## config.mk

```make
export PLATFORM = sky130hd
export DESIGN_NAME = three_wire_loader
export DESIGN_NICKNAME = d
export VERILOG_FILES = /design/src/rtl/tlw_pkg.sv /design/src/rtl/tlw_interval_timer.sv /design/src/rtl/tlw_word_shifter.sv /design/src/rtl/tlw_phase_fsm.sv /design/src/rtl/three_wire_loader.sv
export SDC_FILE = /design/constraint.sdc
export NUM_CORES = 1
export LEC_CHECK = 0
export BUFFER_PORTS_ARGS = -buffer_cell sky130_fd_sc_hd__buf_2
export CORE_UTILIZATION = 36
export CTS_CLUSTER_DIAMETER = 40
export DETAILED_ROUTE_END_ITERATION = 6
export PLACE_DENSITY = 0.56
export SYNTH_ARGS = -nofsm -noshare
export SYNTH_HDL_FRONTEND = slang
export SYNTH_SLANG_ARGS = --single-unit
```

## constraint.sdc

```tcl
create_clock -name clk -period 2.1 [get_ports clk]
set_input_delay 0.105 -clock clk [delete_from_list [all_inputs] [get_ports clk]]
set_output_delay 0.105 -clock clk [all_outputs]
set_load 0.005 [all_outputs]
```

## src/rtl/tlw_pkg.sv

```systemverilog
// Shared types and helpers for the three-wire loader.
// Phase encoding is one-hot so that each pin is a direct flop output.
package tlw_pkg;

    localparam int IX_IDLE   = 0;
    localparam int IX_LOW    = 1;
    localparam int IX_HIGH   = 2;
    localparam int IX_GAP    = 3;
    localparam int IX_STROBE = 4;
    localparam int IX_DONE   = 5;

    typedef enum logic [5:0] {
        PH_IDLE   = 6'b000001,
        PH_LOW    = 6'b000010,
        PH_HIGH   = 6'b000100,
        PH_GAP    = 6'b001000,
        PH_STROBE = 6'b010000,
        PH_DONE   = 6'b100000
    } phase_t;

    // Cycles needed to cover min_ps at period_ps, never below one.
    function automatic int cycles_for(input int min_ps, input int period_ps);
        int n;
        n = (min_ps + period_ps - 1) / period_ps;
        return (n < 1) ? 1 : n;
    endfunction

    // Larger of two integers.
    function automatic int max2(input int a, input int b);
        return (a > b) ? a : b;
    endfunction

endpackage

```

## src/rtl/tlw_interval_timer.sv

```systemverilog
// Down-counter that times one phase.
// Assumes: load carries N-1 for an N-cycle phase; expired is high in the last cycle.
module tlw_interval_timer #(
    parameter int CNT_W = 2
) (
    input  logic             clk,
    input  logic             rst_n,
    input  logic             load,
    input  logic [CNT_W-1:0] load_val,
    output logic             expired
);

    logic [CNT_W-1:0] cnt;

    // Load a new interval, otherwise count down to zero and hold.
    always_ff @(posedge clk) begin
        if (!rst_n) begin
            cnt <= '0;
        end else if (load) begin
            cnt <= load_val;
        end else if (cnt != '0) begin
            cnt <= cnt - 1'b1;
        end
    end

    assign expired = (cnt == '0);

endmodule

```

## src/rtl/tlw_word_shifter.sv

```systemverilog
// Holds the outgoing word and presents its top bit on the data pin.
// It also tracks how many bits have been sent.
// Assumes: load and advance are never high together; advance moves to the next bit.
module tlw_word_shifter #(
    parameter int WORD_W = 21,
    parameter int BIT_W  = 5
) (
    input  logic              clk,
    input  logic              rst_n,
    input  logic              load,
    input  logic [WORD_W-1:0] word,
    input  logic              advance,
    output logic              msb,
    output logic              last
);

    localparam logic [BIT_W-1:0] LAST_IDX = BIT_W'(WORD_W - 1);

    logic [WORD_W-1:0] sreg;
    logic [WORD_W-1:0] shifted;
    logic [BIT_W-1:0]  bitcnt;

    // Build the shifted value stage by stage; zero enters at the tail.
    for (genvar i = 0; i < WORD_W; i++) begin : g_stage
        if (i == 0) begin : g_tail
            assign shifted[i] = 1'b0;
        end else begin : g_body
            assign shifted[i] = sreg[i-1];
        end
    end

    // Capture a new word or move one position toward the top.
    always_ff @(posedge clk) begin
        if (!rst_n) begin
            sreg <= '0;
        end else if (load) begin
            sreg <= word;
        end else if (advance) begin
            sreg <= shifted;
        end
    end

    // Count the bits already presented in this word.
    always_ff @(posedge clk) begin
        if (!rst_n) begin
            bitcnt <= '0;
        end else if (load) begin
            bitcnt <= '0;
        end else if (advance) begin
            bitcnt <= bitcnt + 1'b1;
        end
    end

    assign msb  = sreg[WORD_W-1];
    assign last = (bitcnt == LAST_IDX);

endmodule

```

## src/rtl/tlw_phase_fsm.sv

```systemverilog
// Phase sequencer: idle, then low/high per bit, then gap, strobe and done.
// Assumes: expired comes from a timer this FSM loads on every phase change.
module tlw_phase_fsm
    import tlw_pkg::*;
#(
    parameter int CNT_W      = 2,
    parameter int LOW_CYC    = 3,
    parameter int HIGH_CYC   = 3,
    parameter int GAP_CYC    = 1,
    parameter int STROBE_CYC = 2
) (
    input  logic             clk,
    input  logic             rst_n,
    input  logic             start,
    input  logic             expired,
    input  logic             last,
    output phase_t           phase,
    output logic             tmr_load,
    output logic [CNT_W-1:0] tmr_val,
    output logic             sh_load,
    output logic             sh_advance
);

    localparam logic [CNT_W-1:0] LOW_V    = CNT_W'(LOW_CYC - 1);
    localparam logic [CNT_W-1:0] HIGH_V   = CNT_W'(HIGH_CYC - 1);
    localparam logic [CNT_W-1:0] GAP_V    = CNT_W'(GAP_CYC - 1);
    localparam logic [CNT_W-1:0] STROBE_V = CNT_W'(STROBE_CYC - 1);

    phase_t phase_nxt;

    // Phase register.
    always_ff @(posedge clk) begin
        if (!rst_n) begin
            phase <= PH_IDLE;
        end else begin
            phase <= phase_nxt;
        end
    end

    // Next phase, timer reload and shifter controls.
    always_comb begin
        phase_nxt  = phase;
        tmr_load   = 1'b0;
        tmr_val    = '0;
        sh_load    = 1'b0;
        sh_advance = 1'b0;
        unique case (phase)
            PH_IDLE: begin
                if (start) begin
                    phase_nxt = PH_LOW;
                    tmr_load  = 1'b1;
                    tmr_val   = LOW_V;
                    sh_load   = 1'b1;
                end
            end
            PH_LOW: begin
                if (expired) begin
                    phase_nxt = PH_HIGH;
                    tmr_load  = 1'b1;
                    tmr_val   = HIGH_V;
                end
            end
            PH_HIGH: begin
                if (expired) begin
                    tmr_load = 1'b1;
                    if (last) begin
                        phase_nxt = PH_GAP;
                        tmr_val   = GAP_V;
                    end else begin
                        phase_nxt  = PH_LOW;
                        tmr_val    = LOW_V;
                        sh_advance = 1'b1;
                    end
                end
            end
            PH_GAP: begin
                if (expired) begin
                    phase_nxt = PH_STROBE;
                    tmr_load  = 1'b1;
                    tmr_val   = STROBE_V;
                end
            end
            PH_STROBE: begin
                if (expired) begin
                    phase_nxt = PH_DONE;
                end
            end
            PH_DONE: begin
                phase_nxt = PH_IDLE;
            end
            default: begin
                phase_nxt = PH_IDLE;
            end
        endcase
    end

endmodule

```

## src/rtl/three_wire_loader.sv

```systemverilog
// Top of the three-wire serial register loader.
// Sends a WORD_W-bit word MSB first and then pulses the latch strobe.
// Assumes: the minimum times in picoseconds and the clock period are set
// for the target clock; every interval is rounded up to whole cycles.
module three_wire_loader
    import tlw_pkg::*;
#(
    parameter int WORD_W        = 21,
    parameter int CLK_PERIOD_PS = 10000,
    parameter int SETUP_PS      = 10000,
    parameter int HOLD_PS       = 10000,
    parameter int HIGH_PS       = 25000,
    parameter int LOW_PS        = 25000,
    parameter int CLK2STB_PS    = 10000,
    parameter int STROBE_PS     = 20000
) (
    input  logic              clk,
    input  logic              rst_n,
    input  logic              wr_valid,
    input  logic [WORD_W-1:0] wr_word,
    output logic              wr_ready,
    output logic              done,
    output logic              ser_data,
    output logic              ser_clk,
    output logic              ser_strobe
);

    localparam int LOW_CYC    = max2(cycles_for(LOW_PS, CLK_PERIOD_PS),
                                     cycles_for(SETUP_PS, CLK_PERIOD_PS));
    localparam int HIGH_CYC   = max2(cycles_for(HIGH_PS, CLK_PERIOD_PS),
                                     cycles_for(HOLD_PS, CLK_PERIOD_PS));
    localparam int GAP_CYC    = cycles_for(CLK2STB_PS, CLK_PERIOD_PS);
    localparam int STROBE_CYC = cycles_for(STROBE_PS, CLK_PERIOD_PS);
    localparam int LONGEST    = max2(max2(LOW_CYC, HIGH_CYC), max2(GAP_CYC, STROBE_CYC));
    localparam int CNT_W      = $clog2(LONGEST + 1);
    localparam int BIT_W      = $clog2(WORD_W);

    phase_t           phase;
    logic             start;
    logic             expired;
    logic             last;
    logic             tmr_load;
    logic [CNT_W-1:0] tmr_val;
    logic             sh_load;
    logic             sh_advance;
    logic             msb;

    assign start = wr_valid & phase[IX_IDLE];

    tlw_phase_fsm #(
        .CNT_W      (CNT_W),
        .LOW_CYC    (LOW_CYC),
        .HIGH_CYC   (HIGH_CYC),
        .GAP_CYC    (GAP_CYC),
        .STROBE_CYC (STROBE_CYC)
    ) u_fsm (
        .clk        (clk),
        .rst_n      (rst_n),
        .start      (start),
        .expired    (expired),
        .last       (last),
        .phase      (phase),
        .tmr_load   (tmr_load),
        .tmr_val    (tmr_val),
        .sh_load    (sh_load),
        .sh_advance (sh_advance)
    );

    tlw_interval_timer #(
        .CNT_W (CNT_W)
    ) u_timer (
        .clk      (clk),
        .rst_n    (rst_n),
        .load     (tmr_load),
        .load_val (tmr_val),
        .expired  (expired)
    );

    tlw_word_shifter #(
        .WORD_W (WORD_W),
        .BIT_W  (BIT_W)
    ) u_shift (
        .clk     (clk),
        .rst_n   (rst_n),
        .load    (sh_load),
        .word    (wr_word),
        .advance (sh_advance),
        .msb     (msb),
        .last    (last)
    );

    // Each pin or handshake bit is a single flop of the one-hot phase or shifter.
    assign wr_ready   = phase[IX_IDLE];
    assign done       = phase[IX_DONE];
    assign ser_clk    = phase[IX_HIGH];
    assign ser_strobe = phase[IX_STROBE];
    assign ser_data   = msb;

endmodule

```

==> results of run 1 <==
==> path summary, 6_finish.rpt <==
check                           slack, ps                to
worst min register to register        490   u_shift.sreg[0]
worst max-delay path                  410  u_shift.sreg[14]
worst max register to register        410  u_shift.sreg[14]
worst min-delay path                   20  u_shift.sreg[20]
==> report_power, final <==
part / internal [mW] / switching (mW) / leakage (nW)
Combinational: 0.122 / 0.144 / 0.534
Clock: 0.263 / 0.236 / 0.0472
Sequential: 0.703 / 0.0444 / 0.278
Total: 1.09 / 0.425 / 0.859
==> metrics by stage <==
stage                     instances  setup WS (ps)  hold WS (ps)  power (mW)    util
final                           240          414.7         15.47       1.513  0.4580
after global routing            240          254.7         13.81       1.605  0.4580
after CTS                       240          423.9         10.85       1.526  0.4580
after detailed placement        232          440.6         309.1       1.029  0.4351
after global placement          232          437.4         307.0       1.019  0.4351
after floorplan                 160          517.3         178.1      0.9497       -
==> worst register-to-register path, stage by stage, from the launching register on <==
cell and delay (ps):
dfxtp_1 320, inv_1 90, ha_1 160, nand4b_1 250
nand4_4 230, buf_12 210, mux2i_1 240, o2bb2ai_1 70
==> cells by family after synthesis <==
group | count (synthesis) | synth area share
xor+xnor | 5 | 0.02716
compound gates | 37 | 0.1815
simple gates | 44 | 0.1676
mux | 21 | 0.1303
flops | 34 | 0.4220
fa+ha+maj | 3 | 0.02328
buf+inv | 16 | 0.04810
==> routing by layer <==
metal / track usage / part of all wire / up-vias / routed length [um]
li1: - / - / 656 / -
met1: 0.1870 / 0.46 / 608 / 1474
met2: 0.2585 / 0.48 / 32 / 1523
met3: 0.04934 / 0.047 / 6 / 151
met4: 0.05357 / 0.014 / 0 / 45
met5: 0 / 0 / - / 0
==> state kept, by name, summed over array words and instances (netlist names) <==
signal / count
u_timer.cnt: 2
u_shift.bitcnt: 5
u_fsm.phase: 6
u_shift.sreg: 21
==> cell type report <==
cell class,count,area [um^2],share of cell area
Timing Repair Buffer,32,182.7,0.09624
Multi-Input combinational cell,110,854.6,0.4502
Inverter,6,22.52,0.01187
Clock buffer,6,82.58,0.04351
Tap cell,50,62.56,0.03296
Clock inverter,2,12.51,0.006592
Sequential cell,34,680.7,0.3586
==> cells in the mapped netlist (all sizes together) (2+ instances only) <==
master   instances
nand4            6
or3              2
inv              6
ha               3
o21ai            2
nand2            4
nor3             5
a21oi            8
xnor2            2
dfxtp           34
nor3b            2
o2bb2ai         20
nand3            8
mux2i           21
buf              9
xor2             3
nor2             9
==> results.cfg, run 1 <==
[cells_and_area]
area_delta_synth_final_pct = 17.69
diodes = 0
fin_nets = 216
drive_gt1_frac = 0.2263
fin_area_um2 = 1898
nFillCells = 423
final_common_cell = dfxtp_1
most-common-layout-cells = 34 x dfxtp_1, 28 x buf_2, 21 x mux2i_1

[setup_path]
crit_cells = 7
critical_path_buf_inv_count = 2
critPathCaptureType = register
cp.required_ps = 2270
worstPathArrival_ps = 1850
crit_type = reg2reg
crit_path_top_delay_cell = dfxtp_1
critPathTopFamily = simple AND/OR/NAND/NOR gates
cp-start-kind = register
critical_path.cell_chain = inv_1 -> ha_1 -> nand4b_1 -> nand4_4 -> buf_12 -> mux2i_1 -> o2bb2ai_1
crit_path_max_incr_delay_ps = 320
crit_start = u_shift.bitcnt[0]
worstPathMaxFanout = 23
reg2reg_from = u_shift.bitcnt[0]
r2r_cells = 7

[place]
numPortBuffers = 28
dpl_cell_area_um2 = 1803
gp_congestion = 0.8800
dp_hpwl_um = 2266

[die]
num_rows = 23
die_h_um = 68.93
die_x_um = 68.93
pin_count = 29
coreArea_um2 = 4144
floorplan.initialDensity = 0.3892
die_area_um2 = 4751

[worst_hold_path]
hold_class = in2reg
whs_path_depth = 2
hold_start = wr_word[20]

[sta]
setup_viol = 0
finalMaxSlewViolations = 0
final_hold_viol_count = 0
relSlewSlack = 0.6999
finClkSkew_ps = 5.172
setup-tns-final_ps = 0
max_freq_mhz = 593.4
timing.final.crit_share = 0.8025
rsz0062_at_grt = no
tightest_slew_ps = 443.8
min_period_ps = 1685

[clocking]
clockBufferDepth = 2
post-cts-setup-buffer-count = 0
ctsResizeCount = 0
htree_levels = 2
clk_pin_slew_ps = 70
ctsHoldBuffers = 0
tritoncts = yes
cts_sinks = 34
clockRootBuffer = clkbuf_8
numCtsBuffers = 5
insertion_delay_ps = 280

[synthesis]
ys_types = 38
syn_inst = 160
synthTopCellsByArea = dfxtp_1 42%, mux2i_1 13%, o2bb2ai_1 11%
avgSynthCellArea_um2 = 10.08
synthFlopType = dfxtp_1
synth_top_cell_by_area = dfxtp_1
synth_top_area_frac = 0.4220
synth_edf_count = 0
seq_area_frac_synth = 0.4220
syn_area_um2 = 1613
ys_warn_count = 0
async_flop_share = 0
ys_ff_latch = 34
syn-num-nets = 187

[drt]
drc_errors = 0
dr.pass1.iters = 4
drt.antenna.violating_nets = 0
wirelength_um = 3195
wl_per_cell_um = 13.31
via_count = 1302
drt-initial-drc-count = 69
viasPerCell = 5.425

[job]
drv_cap = 0

[pwr]
max-vdd-ir-drop_uv = 520.3
p_leak_nw = 0.8590
power_density_nw_per_um2 = 797.3

[grt]
antenna_found_initial = 0
grt_pass1_wl_um = 5395
gr-usage-all-layers = 0.1553
gr-total-overflow = 0
grt_pass1_vias = 1201
grt_max_degree = 27

[outcome]
outcome = finished clean
Note: power is estimated with default switching activity, not from simulation.
==> inputs of run 2 (changes only) <==
ABC_AREA = 1   (was unset)
PLACE_DENSITY = 0.55   (was 0.56)
clock period = 1.59 ns   (was 2.1 ns; I/O delays follow)
==> run 2 against run 1 <==
Via count increased by 31%; sequential cell count unchanged; wire length rose by 28%; synthesized cell count rose by 66%; global-route usage is 1.0 points higher; area after synthesis up 10%; first-iteration DRC count grew 33%; critical path type unchanged; critical endpoint is now u_shift.bitcnt[1]; largest cell class unchanged.
==> results.cfg, run 2 <==
[cells_and_area]
area_delta_synth_final_pct = 28.82
finalNonFillerCells = 376
seqCellArea_um2 = 683.2
final_common_cell = nand2_1
drive_gt1_frac = 0.2492
largest_reg_flops = 21
fin_nets = 335
nFillCells = 486
fin_area_um2 = 2287
multi_input_area_um2 = 977.2
diodes = 0
top_regs = u_shift.sreg (21), u_fsm.phase (6), u_shift.bitcnt (5)
largest_register = u_shift.sreg
most-common-layout-cells = 107 x nand2_1, 32 x dfxtp_1, 28 x a21oi_1, 28 x buf_2, 18 x nor2_1

[sta]
setup_viol = 0
relSlewSlack = 0.7168
final_hold_viol_count = 0
tightest_slew_ps = 423.2
timing.final.crit_share = 0.9364
max_freq_mhz = 671.6
finalMaxSlewViolations = 0
min_period_ps = 1489
finClkSkew_ps = 1.744

[synthesis]
synth_top_area_frac = 0.3834
syn_area_um2 = 1775
avgSynthCellArea_um2 = 6.675
ys_warn_count = 0
synthFlopType = dfxtp_1
synthTopCellsByCount = 109 x nand2_1, 34 x dfxtp_1, 28 x a21oi_1
syn-num-nets = 293
synth_edf_count = 0
async_flop_share = 0
ys_types = 24
synthTopCellsByArea = dfxtp_1 38%, nand2_1 23%, a21oi_1 7.9%
yosysMostFrequentCell = nand2_1
synth_top_cell_by_area = dfxtp_1
seq_area_frac_synth = 0.3834
syn_inst = 266
ys_ff_latch = 34

[setup_path]
crit_path_top_delay_cell = dfxtp_2
crit_type = reg2reg
worstPathArrival_ps = 1680
critPathCaptureType = register
cp-start-kind = register
worstPathMaxFanout = 5
cp.required_ps = 1780
cpMostUsedCell = nor2_1
crit_path_max_incr_delay_ps = 320
critical_path.cell_chain = inv_1 -> ha_2 -> nand2_2 -> nor2_1 -> nor2_2 -> nand2_4 -> buf_4 -> nor2_1 -> a211oi_1

[clocking]
tritoncts = yes
clk_pin_slew_ps = 70
numCtsBuffers = 5
cts_sinks = 34
htree_levels = 2
insertion_delay_ps = 290
clockBufferDepth = 2
ctsHoldBuffers = 0
clockRootBuffer = clkbuf_8

[grt]
grt_use_met3 = 0.05139
grt_pass1_vias = 1474
top_usage_layer = met2
grt_pass1_wl_um = 6679
grt_max_degree = 20
gr-total-overflow = 0
use_met2 = 0.2492
antenna_found_initial = 0
gr-usage-all-layers = 0.1657
use_met1 = 0.2218

[die]
die_h_um = 72.23
die_area_um2 = 5216
coreArea_um2 = 4723
pin_count = 29
die_x_um = 72.23
num_rows = 25
floorplan.initialDensity = 0.3759

[drt]
wirelength_um = 4087
drc_errors = 0
drt-initial-drc-count = 92
wl_per_cell_um = 10.87
viasPerCell = 4.545
dr.pass1.iters = 4
drt.antenna.violating_nets = 0
via_count = 1709

[pwr]
p_leak_nw = 1.043
max-vdd-ir-drop_uv = 479.8
power_density_nw_per_um2 = 1358

[place]
gp_congestion = 0.7910
dpl_cell_area_um2 = 2008
numPortBuffers = 28
place_inst = 360
dp_hpwl_um = 2712

[outcome]
outcome = finished clean

[job]
drv_cap = 0

[worst_hold_path]
hold_class = in2reg
-- run 2: changes by cell type in the layout (fill, tap and decap cells not counted), moves of 5 or more --
cell and change:
nand2_1 +103, mux2i_1 -21, a21oi_1 +20, o2bb2ai_1 -20, inv_1 +10, buf_4 +9
nor2_1 +9, nand3_1 +5, o21ai_0 +5
-- run 2: area by class of cell --
cell class,instances,area share
multi-input cells,202,0.4272
flip-flops and latches,34,0.2987
repair buffers,44,0.1340
inverters,21,0.04103
well taps,67,0.03665
clock buffers,6,0.03611
clock inverters,2,0.02626
-- run 2: kinds of logic after synthesis --
| kind of cell | Yosys count | share of synthesized area |
|---|---|---|
| adders and majority gates | 3 | 0.02114 |
| AOI/OAI and AO/OA | 36 | 0.1029 |
| DFF | 34 | 0.3834 |
| buffers and inverters | 31 | 0.09302 |
| and+or+nand+nor | 162 | 0.3996 |
-- run 2: metrics by stage --
stage,power (mW),TNS [ps],hold WS [ps],setup WS (ps),utilization
floorplan,1.759,0,163.7,180.7,-
global placement,2.011,0,341.6,86.26,0.4252
detailed placement,2.013,0,356.3,71.80,0.4252
CTS,3.016,0,43.95,56.93,0.4554
global route,3.317,-131.6,57.72,-82.67,0.4842
finish,3.106,0,46.38,101.1,0.4842
-- run 2: where the power goes --
part	internal, mW	switching (mW)
Sequential	0.963	0.0653
Clock	0.669	0.328
Combinational	0.444	0.637
Total	2.08	1.03
-- run 2: final timing paths --
check / start / end / slack [ps] / cells after the start
worst min-delay path: wr_word[0] / u_shift.sreg[0] / 50 / 3
worst max-delay path: u_shift.bitcnt[0] / u_shift.bitcnt[1] / 100 / 9
worst max register to register: u_shift.bitcnt[0] / u_shift.bitcnt[1] / 100 / 9
worst min register to register: u_shift.sreg[1] / u_shift.sreg[1] / 470 / 2
-- run 2: critical path, delay by kind of cell (launching register included) --
kind | cells | cell delay (ps)
buf+inv | 2 | 230
compound gates | 1 | 220
fa+ha+maj | 1 | 180
flops | 1 | 320
simple gates | 5 | 450
-- run 2: timing repair --
action	in CTS	in global routing
gates resized for setup	0	18
setup endpoints to repair	0	28
buffers inserted	0	5
-- run 2: per-layer routing --
layer  routed length, um  up-vias
met2                1766       29
met1                2112      747
li1                    -      927
met5                   0        -
met4                  61        0
met3                 146        6
